==> src/rtl/oofm_pkg.sv <==
package oofm_pkg;

    localparam int THR_W       = 13;
    localparam int PPM_SCALE   = 16_000_000;   // 1/16 ppm units per unit ratio
    localparam int FAST_UNITS  = 64_000;       // 4000 ppm in 1/16 ppm units
    localparam int SEL_W       = 3;

    typedef struct packed {
        logic restart;
        logic long_end;
        logic short_end;
    } win_evt_t;

    // true when dev/exp exceeds thr (1/16 ppm units), computed without division
    function automatic logic beyond(input logic [31:0] dev,
                                    input logic [31:0] exp_cnt,
                                    input logic [31:0] thr);
        logic [63:0] lhs;
        logic [63:0] rhs;
        lhs = 64'(dev) * 64'(PPM_SCALE);
        rhs = 64'(thr) * 64'(exp_cnt);
        return lhs > rhs;
    endfunction

    function automatic logic [31:0] abs_diff(input logic [31:0] a,
                                             input logic [31:0] b);
        return (a >= b) ? (a - b) : (b - a);
    endfunction

endpackage

==> src/rtl/oofm_window_timer.sv <==
module oofm_window_timer
    import oofm_pkg::*;
#(
    parameter int N_MON       = 4,
    parameter int LONG_EDGES  = 2048,
    parameter int SHORT_EDGES = 256
) (
    input  logic             clk,
    input  logic             rst,
    input  logic [SEL_W-1:0] ref_sel,
    input  logic             xtal_edge,
    input  logic [N_MON-1:0] mon_edge,
    output win_evt_t         evt
);
    localparam int LW = $clog2(LONG_EDGES);
    localparam int SW = $clog2(SHORT_EDGES);

    logic [SEL_W-1:0] sel_q;
    logic [LW-1:0]    long_cnt;
    logic [SW-1:0]    short_cnt;
    logic             ref_edge;

    // reference source mux
    always_comb begin
        ref_edge = xtal_edge;
        for (int i = 0; i < N_MON; i++) begin
            if (ref_sel == SEL_W'(i)) ref_edge = mon_edge[i];
        end
    end

    always_comb begin
        evt.restart   = (ref_sel != sel_q);
        evt.long_end  = !evt.restart && ref_edge && (long_cnt == LW'(LONG_EDGES - 1));
        evt.short_end = !evt.restart && ref_edge && (short_cnt == SW'(SHORT_EDGES - 1));
    end

    always_ff @(posedge clk) begin
        if (rst) begin
            sel_q     <= '0;
            long_cnt  <= '0;
            short_cnt <= '0;
        end else if (evt.restart) begin
            sel_q     <= ref_sel;
            long_cnt  <= '0;
            short_cnt <= '0;
        end else if (ref_edge) begin
            long_cnt  <= evt.long_end  ? '0 : long_cnt + 1'b1;
            short_cnt <= evt.short_end ? '0 : short_cnt + 1'b1;
        end
    end

    a_r9_restart_clears: assert property (@(posedge clk) disable iff (rst)
        (ref_sel != sel_q) |=> (long_cnt == '0 && short_cnt == '0))
        else $error("a_r9_restart_clears");

    a_r3_count_idle: assert property (@(posedge clk) disable iff (rst)
        (!ref_edge && ref_sel == sel_q) |=> $stable(long_cnt))
        else $error("a_r3_count_idle");

endmodule

==> src/rtl/oofm_channel.sv <==
module oofm_channel
    import oofm_pkg::*;
#(
    parameter int LONG_EDGES  = 2048,
    parameter int SHORT_EDGES = 256
) (
    input  logic             clk,
    input  logic             rst,
    input  logic             edge_in,
    input  win_evt_t         evt,
    input  logic [THR_W-1:0] set_thr,
    input  logic [THR_W-1:0] clr_thr,
    output logic             precise,
    output logic             fast
);
    localparam int CW = $clog2(4 * LONG_EDGES) + 1;
    localparam int FW = $clog2(4 * SHORT_EDGES) + 1;
    localparam logic [CW-1:0] CMAX = '1;
    localparam logic [FW-1:0] FMAX = '1;

    logic [CW-1:0] long_cnt, long_tot;
    logic [FW-1:0] short_cnt, short_tot;
    logic [31:0]   long_dev, short_dev;
    logic          set_hit, clr_ok, fast_hit;

    // edge of the closing cycle is part of the window
    always_comb begin
        long_tot  = (long_cnt == CMAX)  ? CMAX : long_cnt + CW'(edge_in);
        short_tot = (short_cnt == FMAX) ? FMAX : short_cnt + FW'(edge_in);
        long_dev  = abs_diff(32'(long_tot), 32'(LONG_EDGES));
        short_dev = abs_diff(32'(short_tot), 32'(SHORT_EDGES));
        set_hit   = (long_tot == '0) || beyond(long_dev, 32'(LONG_EDGES), 32'(set_thr));
        clr_ok    = !beyond(long_dev, 32'(LONG_EDGES), 32'(clr_thr));
        fast_hit  = beyond(short_dev, 32'(SHORT_EDGES), 32'(FAST_UNITS));
    end

    always_ff @(posedge clk) begin
        if (rst) begin
            long_cnt  <= '0;
            short_cnt <= '0;
            precise   <= 1'b0;
            fast      <= 1'b0;
        end else if (evt.restart) begin
            long_cnt  <= '0;
            short_cnt <= '0;
        end else begin
            if (evt.long_end) begin
                long_cnt <= '0;
                if (set_hit)     precise <= 1'b1;
                else if (clr_ok) precise <= 1'b0;
            end else begin
                long_cnt <= long_tot;
            end
            if (evt.short_end) begin
                short_cnt <= '0;
                fast      <= fast_hit;
            end else begin
                short_cnt <= short_tot;
            end
        end
    end

    a_r8_precise_holds: assert property (@(posedge clk) disable iff (rst)
        !evt.long_end |=> $stable(precise))
        else $error("a_r8_precise_holds");

    a_r7_fast_holds: assert property (@(posedge clk) disable iff (rst)
        !evt.short_end |=> $stable(fast))
        else $error("a_r7_fast_holds");

    a_r6_no_edges: assert property (@(posedge clk) disable iff (rst)
        (evt.long_end && long_cnt == '0 && !edge_in) |=> precise)
        else $error("a_r6_no_edges");

endmodule

==> src/rtl/oof_monitor.sv <==
module oof_monitor
    import oofm_pkg::*;
#(
    parameter int N_MON       = 4,
    parameter int LONG_EDGES  = 2048,
    parameter int SHORT_EDGES = 256
) (
    input  logic             clk,
    input  logic             rst,
    input  logic [2:0]       ref_sel,
    input  logic             xtal_edge,
    input  logic [N_MON-1:0] mon_edge,
    input  logic [12:0]      set_thr,
    input  logic [12:0]      hyst,
    output logic [N_MON-1:0] oof,
    output logic             win_done
);
    win_evt_t         evt;
    logic [THR_W-1:0] clr_thr;
    logic [N_MON-1:0] precise, fast;

    // clear threshold, floored at zero
    assign clr_thr = (set_thr > hyst) ? (set_thr - hyst) : '0;

    oofm_window_timer #(
        .N_MON(N_MON), .LONG_EDGES(LONG_EDGES), .SHORT_EDGES(SHORT_EDGES)
    ) timer_i (
        .clk(clk), .rst(rst), .ref_sel(ref_sel), .xtal_edge(xtal_edge),
        .mon_edge(mon_edge), .evt(evt)
    );

    for (genvar g = 0; g < N_MON; g++) begin : g_chan
        oofm_channel #(
            .LONG_EDGES(LONG_EDGES), .SHORT_EDGES(SHORT_EDGES)
        ) chan_i (
            .clk(clk), .rst(rst), .edge_in(mon_edge[g]), .evt(evt),
            .set_thr(set_thr), .clr_thr(clr_thr),
            .precise(precise[g]), .fast(fast[g])
        );
    end

    always_ff @(posedge clk) begin
        if (rst) win_done <= 1'b0;
        else     win_done <= evt.long_end;
    end

    assign oof = precise | fast;

    a_r1_reset_quiet: assert property (@(posedge clk)
        rst |=> (oof == '0 && !win_done))
        else $error("a_r1_reset_quiet");

    a_r3_done_single: assert property (@(posedge clk) disable iff (rst)
        win_done |=> !win_done)
        else $error("a_r3_done_single");

    a_r9_no_done_after_switch: assert property (@(posedge clk) disable iff (rst)
        evt.restart |=> !win_done)
        else $error("a_r9_no_done_after_switch");

endmodule

==> config.mk <==
export PLATFORM = sky130hd
export DESIGN_NAME = oof_monitor
export DESIGN_NICKNAME = d
export VERILOG_FILES = /design/src/rtl/oofm_pkg.sv /design/src/rtl/oofm_window_timer.sv /design/src/rtl/oofm_channel.sv /design/src/rtl/oof_monitor.sv
export SDC_FILE = /design/constraint.sdc
export NUM_CORES = 2
export LEC_CHECK = 0
export BUFFER_PORTS_ARGS = -buffer_cell sky130_fd_sc_hd__buf_4
export CAP_MARGIN = 20
export CORE_ASPECT_RATIO = 0.7
export CORE_UTILIZATION = 33
export DETAILED_ROUTE_END_ITERATION = 6
export PLACE_DENSITY = 0.46
export SYNTH_ARGS = -nofsm -noshare
export SYNTH_HDL_FRONTEND = slang
export SYNTH_SLANG_ARGS = --single-unit
==> constraint.sdc <==
create_clock -name clk -period 14.1 [get_ports clk]
set_clock_uncertainty 0.15 [all_clocks]
set_input_delay 2.82 -clock clk [delete_from_list [all_inputs] [get_ports clk]]
set_output_delay 2.82 -clock clk [all_outputs]
set_load 0.005 [all_outputs]
-- After elaboration in Yosys (flattened, before gate mapping)
Index checks and enable logic that the tools add are counted.
- add/subtract/negate cells: 27
- multiply operators: 8
- order comparisons: 21
- equality and inequality tests: 18
- mux-type cells: 31
- bitwise gates (word level): 2
- reductions and logical operators: 21
- operator list (kind ; count):
    greater-than comparator 56 x 24 -> 1 bit ; 8
    multiplier 32 x 14 -> 46 bit, second input constant ; 8
    two-way mux 32 bit ; 8
    greater-than comparator 56 x 24 -> 1 bit, second input constant ; 4
    subtractor 12 x 14 -> 15 bit, first input constant ; 4
    subtractor 14 x 12 -> 15 bit, second input constant ; 4
    adder 14 x 1 -> 14 bit ; 4
    equality test 14 bit, second input constant ; 4
    greater-or-equal comparator 14 x 12 -> 1 bit, second input constant ; 4
    zero test 14 bit ; 4
    two-way mux 14 bit ; 4
    equality test 11 bit, second input constant ; 5
    two-way mux 11 bit ; 5
    subtractor 11 x 9 -> 12 bit, second input constant ; 4
    subtractor 9 x 11 -> 12 bit, first input constant ; 4
    adder 11 x 1 -> 11 bit ; 4
    greater-or-equal comparator 11 x 9 -> 1 bit, second input constant ; 4
    greater-than comparator 13 bit ; 1
    two-way mux 13 bit ; 1
    subtractor 13 bit ; 1
    two-way mux 1 bit ; 12
    AND reduction 3 bit ; 4
    adder 11 x 1 -> 11 bit, second input constant ; 1
    adder 8 x 1 -> 8 bit, second input constant ; 1
    15 further kinds ; 25
- flip-flop bits (word level): 131
- bits of input ports: 36
- logic and storage cells: 148

-- Depth between registers and ports, before layout
- depth in word-level cells: 9
- depth in mapped cells: 38

-- Cells and area by module
Synthesis repeated with hierarchy kept, for this count alone.
- cell total of the unflattened synthesis: 5396
- area total of the unflattened synthesis: 44931.8 um2
- modules (own cells, without submodules) (module ; instances ; cells each ; area each (um2) ; seq. area each (um2)):
    oofm_channel at g_chan[0].chan_i ; 1 ; 1307 ; 10913.0 ; 540.5
    oofm_channel at g_chan[1].chan_i ; 1 ; 1310 ; 10802.9 ; 540.5
    oofm_channel at g_chan[3].chan_i ; 1 ; 1275 ; 10671.5 ; 540.5
    oofm_channel at g_chan[2].chan_i ; 1 ; 1246 ; 10467.5 ; 540.5
    oofm_window_timer ; 1 ; 142 ; 1246.2 ; 440.4
    oof_monitor ; 1 ; 116 ; 830.8 ; 20.0

-- Worst setup path before layout
OpenSTA, ideal clock, no wires.
- kind: input -> register
- start point: in mon_edge[2]
- end point: reg g_chan[2].chan_i.fast
- library setup time: 124 ps
- arrival time: 11469 ps
- slack: 2357 ps
- stages: 31
- path through: ha_1 -> ha_1 -> and3_1 -> clkbuf_1 -> or4_1 -> o31ai_1 -> and2_1 -> nand3_1 -> nor3b_2 -> a211oi_2 -> inv_1 -> fa_1 -> inv_1 -> ha_1 -> fa_1 -> xnor2_1 -> xnor2_1 -> ha_1 -> inv_1 -> fa_1 -> inv_1 -> ha_1 -> nand2b_1 -> o221ai_1 -> a2111oi_0 -> o311ai_0 -> a21oi_1 -> nand3_1 -> or4b_1 -> nor4_1 -> a21oi_1
- word-level cells in the longest chain between the ends: 6
- elaborated cells between the ends (all ways): 13
- those cells by class: add/sub (3); mul (1); order compare (2); mux (4); reduce/logical (3)
- RTL lines (element ; line ; text):
    start, declared ; oof_monitor.sv:12 ; input logic [N_MON-1:0] mon_edge,
    adder 11 x 1 -> 11 bit ; oofm_channel.sv:29 ; short_tot = (short_cnt == FMAX) ? FMAX : short_cnt + FW'(edge_in);
    two-way mux 11 bit ; oofm_channel.sv:29 ;
    subtractor 9 x 11 -> 12 bit, or another cell as far along ; oofm_pkg.sv:27 ; return (a >= b) ? (a - b) : (b - a);
    two-way mux 32 bit ; oofm_pkg.sv:27 ;
    multiplier 32 x 14 -> 46 bit ; oofm_pkg.sv:20 ; lhs = 64'(dev) * 64'(PPM_SCALE);
    greater-than comparator 56 x 24 -> 1 bit ; oofm_pkg.sv:22 ; return lhs > rhs;
    end signal, assigned ; oofm_channel.sv:56 ; fast <= fast_hit;
    end, declared ; oofm_channel.sv:14 ; output logic fast
Several ways; a longest one is shown, not always the timed one.
A chain may end at the register's enable or synchronous reset.

-- Worst setup path in the final report
- start point: in mon_edge[3]
- end point: reg g_chan[3].chan_i.precise
- word-level cells in the longest chain between the ends: 9
- elaborated cells between the ends (all ways): 17
- those cells by class: add/sub (3); mul (1); order compare (3); eq/ne (1); mux (4); reduce/logical (5)
- RTL lines (element ; line ; text):
    adder 14 x 1 -> 14 bit ; oofm_channel.sv:28 ; long_tot = (long_cnt == CMAX) ? CMAX : long_cnt + CW'(edge_in);
    two-way mux 14 bit ; oofm_channel.sv:28 ;
    subtractor 12 x 14 -> 15 bit, or another cell as far along ; oofm_pkg.sv:27 ;
    two-way mux 32 bit ; oofm_pkg.sv:27 ;
    multiplier 32 x 14 -> 46 bit ; oofm_pkg.sv:20 ;
    greater-than comparator 56 x 24 -> 1 bit ; oofm_pkg.sv:22 ;
    logical OR 1 bit ; oofm_channel.sv:32 ; set_hit = (long_tot == '0) || beyond(long_dev, 32'(LONG_EDGES), 32'(set_thr));
    inequality test 2 x 1 -> 1 bit (no source line) ; -- ;
    AND reduction 3 bit (no source line) ; -- ;
    end signal, assigned ; oofm_channel.sv:41 ; precise <= 1'b0;
    end signal, assigned ; oofm_channel.sv:49 ; if (set_hit) precise <= 1'b1;
    end signal, assigned ; oofm_channel.sv:50 ; else if (clr_ok) precise <= 1'b0;
    end, declared ; oofm_channel.sv:13 ; output logic precise,
Several ways; a longest one is shown, not always the timed one.

==> results.yml <==
finish:
  utilization_pct: 35.8
  design_area_sq_mm: 0.0460
  syn_to_final_growth_pct: 7.54
  drive_gt1_share_pct: 4.56
  nets: 6461
  fillers: 13500
global_route:
  overflow: 0
  grt_pass1_vias: 32700
  grt_max_degree: 48
  grtUsageTotal_pct: 17.5
  antenna_found_initial: 9
  grt_first_pass_wirelength_mm: 184
floorplanning:
  die_y_microns: 303
  start_util_pct: 33.3
  die_area_sq_mm: 0.131
  core_area_sq_mm: 0.129
  die_w_microns: 433
  rows: 110
  ios: 41
clock_network:
  numCtsBuffers: 17
  clock_path_buffers: 2
  clockRootBuffer: "clkbuf_16"
  worst_skew_pair.late_latency_ns: 0.50
  cts_tree: "built"
  post_cts_resized: 0
  clkSinkCount: 131
  cts_setup_buffers: 0
  clkSlewWorstSetupHoldPaths_ns: 0.07
  cts_max_level: 4
  hold_buffers: 0
placement:
  portBuffers: 40
  place_area_sq_mm: 0.0454
  dp_hpwl_mm: 97.2
  routabilityCongestion: 0.867
detailed_routing:
  drc: 0
  wl_per_cell_microns: 16.4
  dr.pass1.iters: 6
  ant_nets: 0
  wirelength_mm: 113
  num_vias: 34200
  drt_iter0_drc: 2299
  avgViaCountPerCell: 4.96
critical_path:
  worstSetupEndpointType: "flop"
  crit_top_cell: "fa_1"
  crit_type: "in2reg"
  slowest_delay_ns: 0.66
  cpLargestDelayFamily: "adder cells"
  worstPathMaxFanout: 16
  required_ns: 14.33
  slowest_stage: "or4_1"
  crit_path_start_kind: "input pin"
  path_buf_inv: 5
  arrival_ns: 12.68
sta:
  final_max_slew_viol_count: 0
  max_freq_mhz: 80.3
  fin_crit_sh_pct: 88.3
  period_needed_ns: 12.45
  rsz0062_at_grt: "no"
  slew_headroom_pct: 31.4
  setup_viol: 0
  hold_viol_final: 0
  worst_pin_slew_ns: 1.02
  setup_tns_ns: 0
synth:
  yosysSeqAreaShare_pct: 6.13
  synth_cells: 5101
  ys_ff_latch: 131
  syn_area_per_cell_sq_um: 8.39
  synth_ff_type: "dfxtp_1"
  synthDistinctLibCells: 112
  synth-async-reset-ratio_pct: 0
  synthesis.area_sq_mm: 0.0428
  yosys_warnings: 0
  synth_edf_count: 0
power:
  ir_worst_vdd_mv: 0.148
  p_leak_uw: 0.0230
  p_total_uw: 9270
  p_per_area_mw_per_mm2: 201
run_status:
  status: "finished clean"
job:
  max-cap-violations: 0
hold_path:
  hp-class: "reg2reg"
==> layout by cell type, fill, tap and decap left out, types with 22 or more instances in the layout <==
cell / synthesis / final
o211ai_1: 26 / 26
a21oi_1: 276 / 276
buf_4: 3 / 99
nand4_1: 70 / 70
o21ai_0: 204 / 203
fa_1: 501 / 501
inv_1: 967 / 967
dfxtp_1: 131 / 131
a211oi_1: 34 / 34
and3_1: 52 / 52
nor3_1: 78 / 78
xor2_1: 110 / 110
or2_2: 23 / 23
nand2b_1: 41 / 40
ha_1: 780 / 780
o21a_1: 51 / 51
nor2b_1: 51 / 51
and2_1: 31 / 31
nor2_1: 346 / 346
and4_1: 22 / 22
o21bai_1: 25 / 25
a21o_1: 81 / 81
nand3_1: 127 / 125
a31oi_1: 28 / 28
nor4_1: 44 / 44
mux2_2: 22 / 22
mux2i_1: 55 / 54
nand2_1: 282 / 282
xnor2_1: 198 / 198
==> synth_stat cells (28+ instances only) <==
| cell type | n | area share (%) |
|---|---|---|
| a211oi_1 | 34 | 0.60 |
| a21o_1 | 81 | 1.4 |
| a21oi_1 | 276 | 3.2 |
| a31oi_1 | 28 | 0.41 |
| and2_1 | 31 | 0.45 |
| and3_1 | 52 | 0.76 |
| clkbuf_1 | 56 | 0.49 |
| dfxtp_1 | 131 | 6.1 |
| fa_1 | 501 | 23 |
| ha_1 | 780 | 23 |
| inv_1 | 967 | 8.5 |
| mux2i_1 | 55 | 1.3 |
| nand2_1 | 282 | 2.5 |
| nand2b_1 | 41 | 0.60 |
| nand3_1 | 127 | 1.5 |
| nand4_1 | 70 | 1.0 |
| nor2_1 | 346 | 3.0 |
| nor2b_1 | 51 | 0.75 |
| nor3_1 | 78 | 0.91 |
| nor4_1 | 44 | 0.64 |
| o21a_1 | 51 | 0.89 |
| o21ai_0 | 204 | 2.4 |
| xnor2_1 | 198 | 4.1 |
| xor2_1 | 110 | 2.3 |
==> final cells by class <==
type / count / area (sq um) / area share, %
clock buffers: 18 / 439 / 0.954
inverters: 974 / 3660 / 7.94
diodes: 1 / 2.50 / 0.00544
repair buffers: 100 / 748 / 1.63
clock inverters: 14 / 136 / 0.296
flip-flops and latches: 131 / 2620 / 5.70
multi-input cells: 3920 / 36300 / 78.8
well taps: 1736 / 2170 / 4.72
==> final timing paths <==
path	slack, ns	end	cells past startpoint	startpoint
hold / removal	0.35	g_chan[3].chan_i.fast	2	g_chan[3].chan_i.fast
setup reg to reg	3.49	g_chan[3].chan_i.precise	31	g_chan[3].chan_i.long_cnt[6]
hold reg to reg	0.35	g_chan[3].chan_i.fast	2	g_chan[3].chan_i.fast
setup / recovery	1.65	g_chan[3].chan_i.precise	32	mon_edge[3]
==> power by group <==
part	leakage, uW	switching [uW]	internal [uW]	total (uW)
Sequential	0.00106	2.69	372	375
Clock	0.000275	226	237	463
Combinational	0.0216	5060	3380	8440
==> registers in the layout (all words and copies together) (netlist names) <==
signal and cells:
g_chan.chan_i.fast 4, g_chan.chan_i.long_cnt 56, g_chan.chan_i.precise 4, g_chan.chan_i.short_cnt 44
timer_i.long_cnt 11, timer_i.sel_q 3, timer_i.short_cnt 8, win_done 1
==> kinds of logic (layout without fill, tap and decap cells) <==
kind of cell               after synthesis  count (layout)  share of synthesized area, %
DFF                                    131             131                          6.13
muxes                                   80              80                          2.00
adders and majority gates             1289            1289                          46.4
AOI/OAI and AO/OA                      961             961                          14.6
and+or+nand+nor                       1268            1268                          14.9
buffers and inverters                 1057            1106                          9.36
xor gates and xnor gates               314             314                          6.58
other                                    1               9                       0.00876
==> worst reg2reg max path: cells and delay by family, from the launching register on <==
kind,cells,cell delay (ns)
fa+ha+maj,8,3.51
flops,1,0.38
compound gates,8,2.66
buf+inv,4,0.40
mux,1,0.22
simple gates,10,3.19
==> metal layers <==
layer  routed length [microns]  part of all wire, %  track usage [%]  vias to the layer above
met4                      1390                  1.2             2.85                        4
met5                        34                0.030                0                        -
met2                     42400                   37             23.2                      595
met3                      4220                  3.7             2.00                       65
met1                     65300                   58             29.5                    16200
li1                          -                    -                -                    17300
==> metrics by stage <==
step,hold slack [ns],worst slack [ns],std cells
floorplan,0.296,2.36,5108
global placement,0.328,1.25,6856
detailed placement,0.343,1.17,6857
CTS,0.356,1.70,6889
global route,0.384,1.02,6894
finish,0.350,1.65,6894
Note: power is estimated with default switching activity, not from simulation.
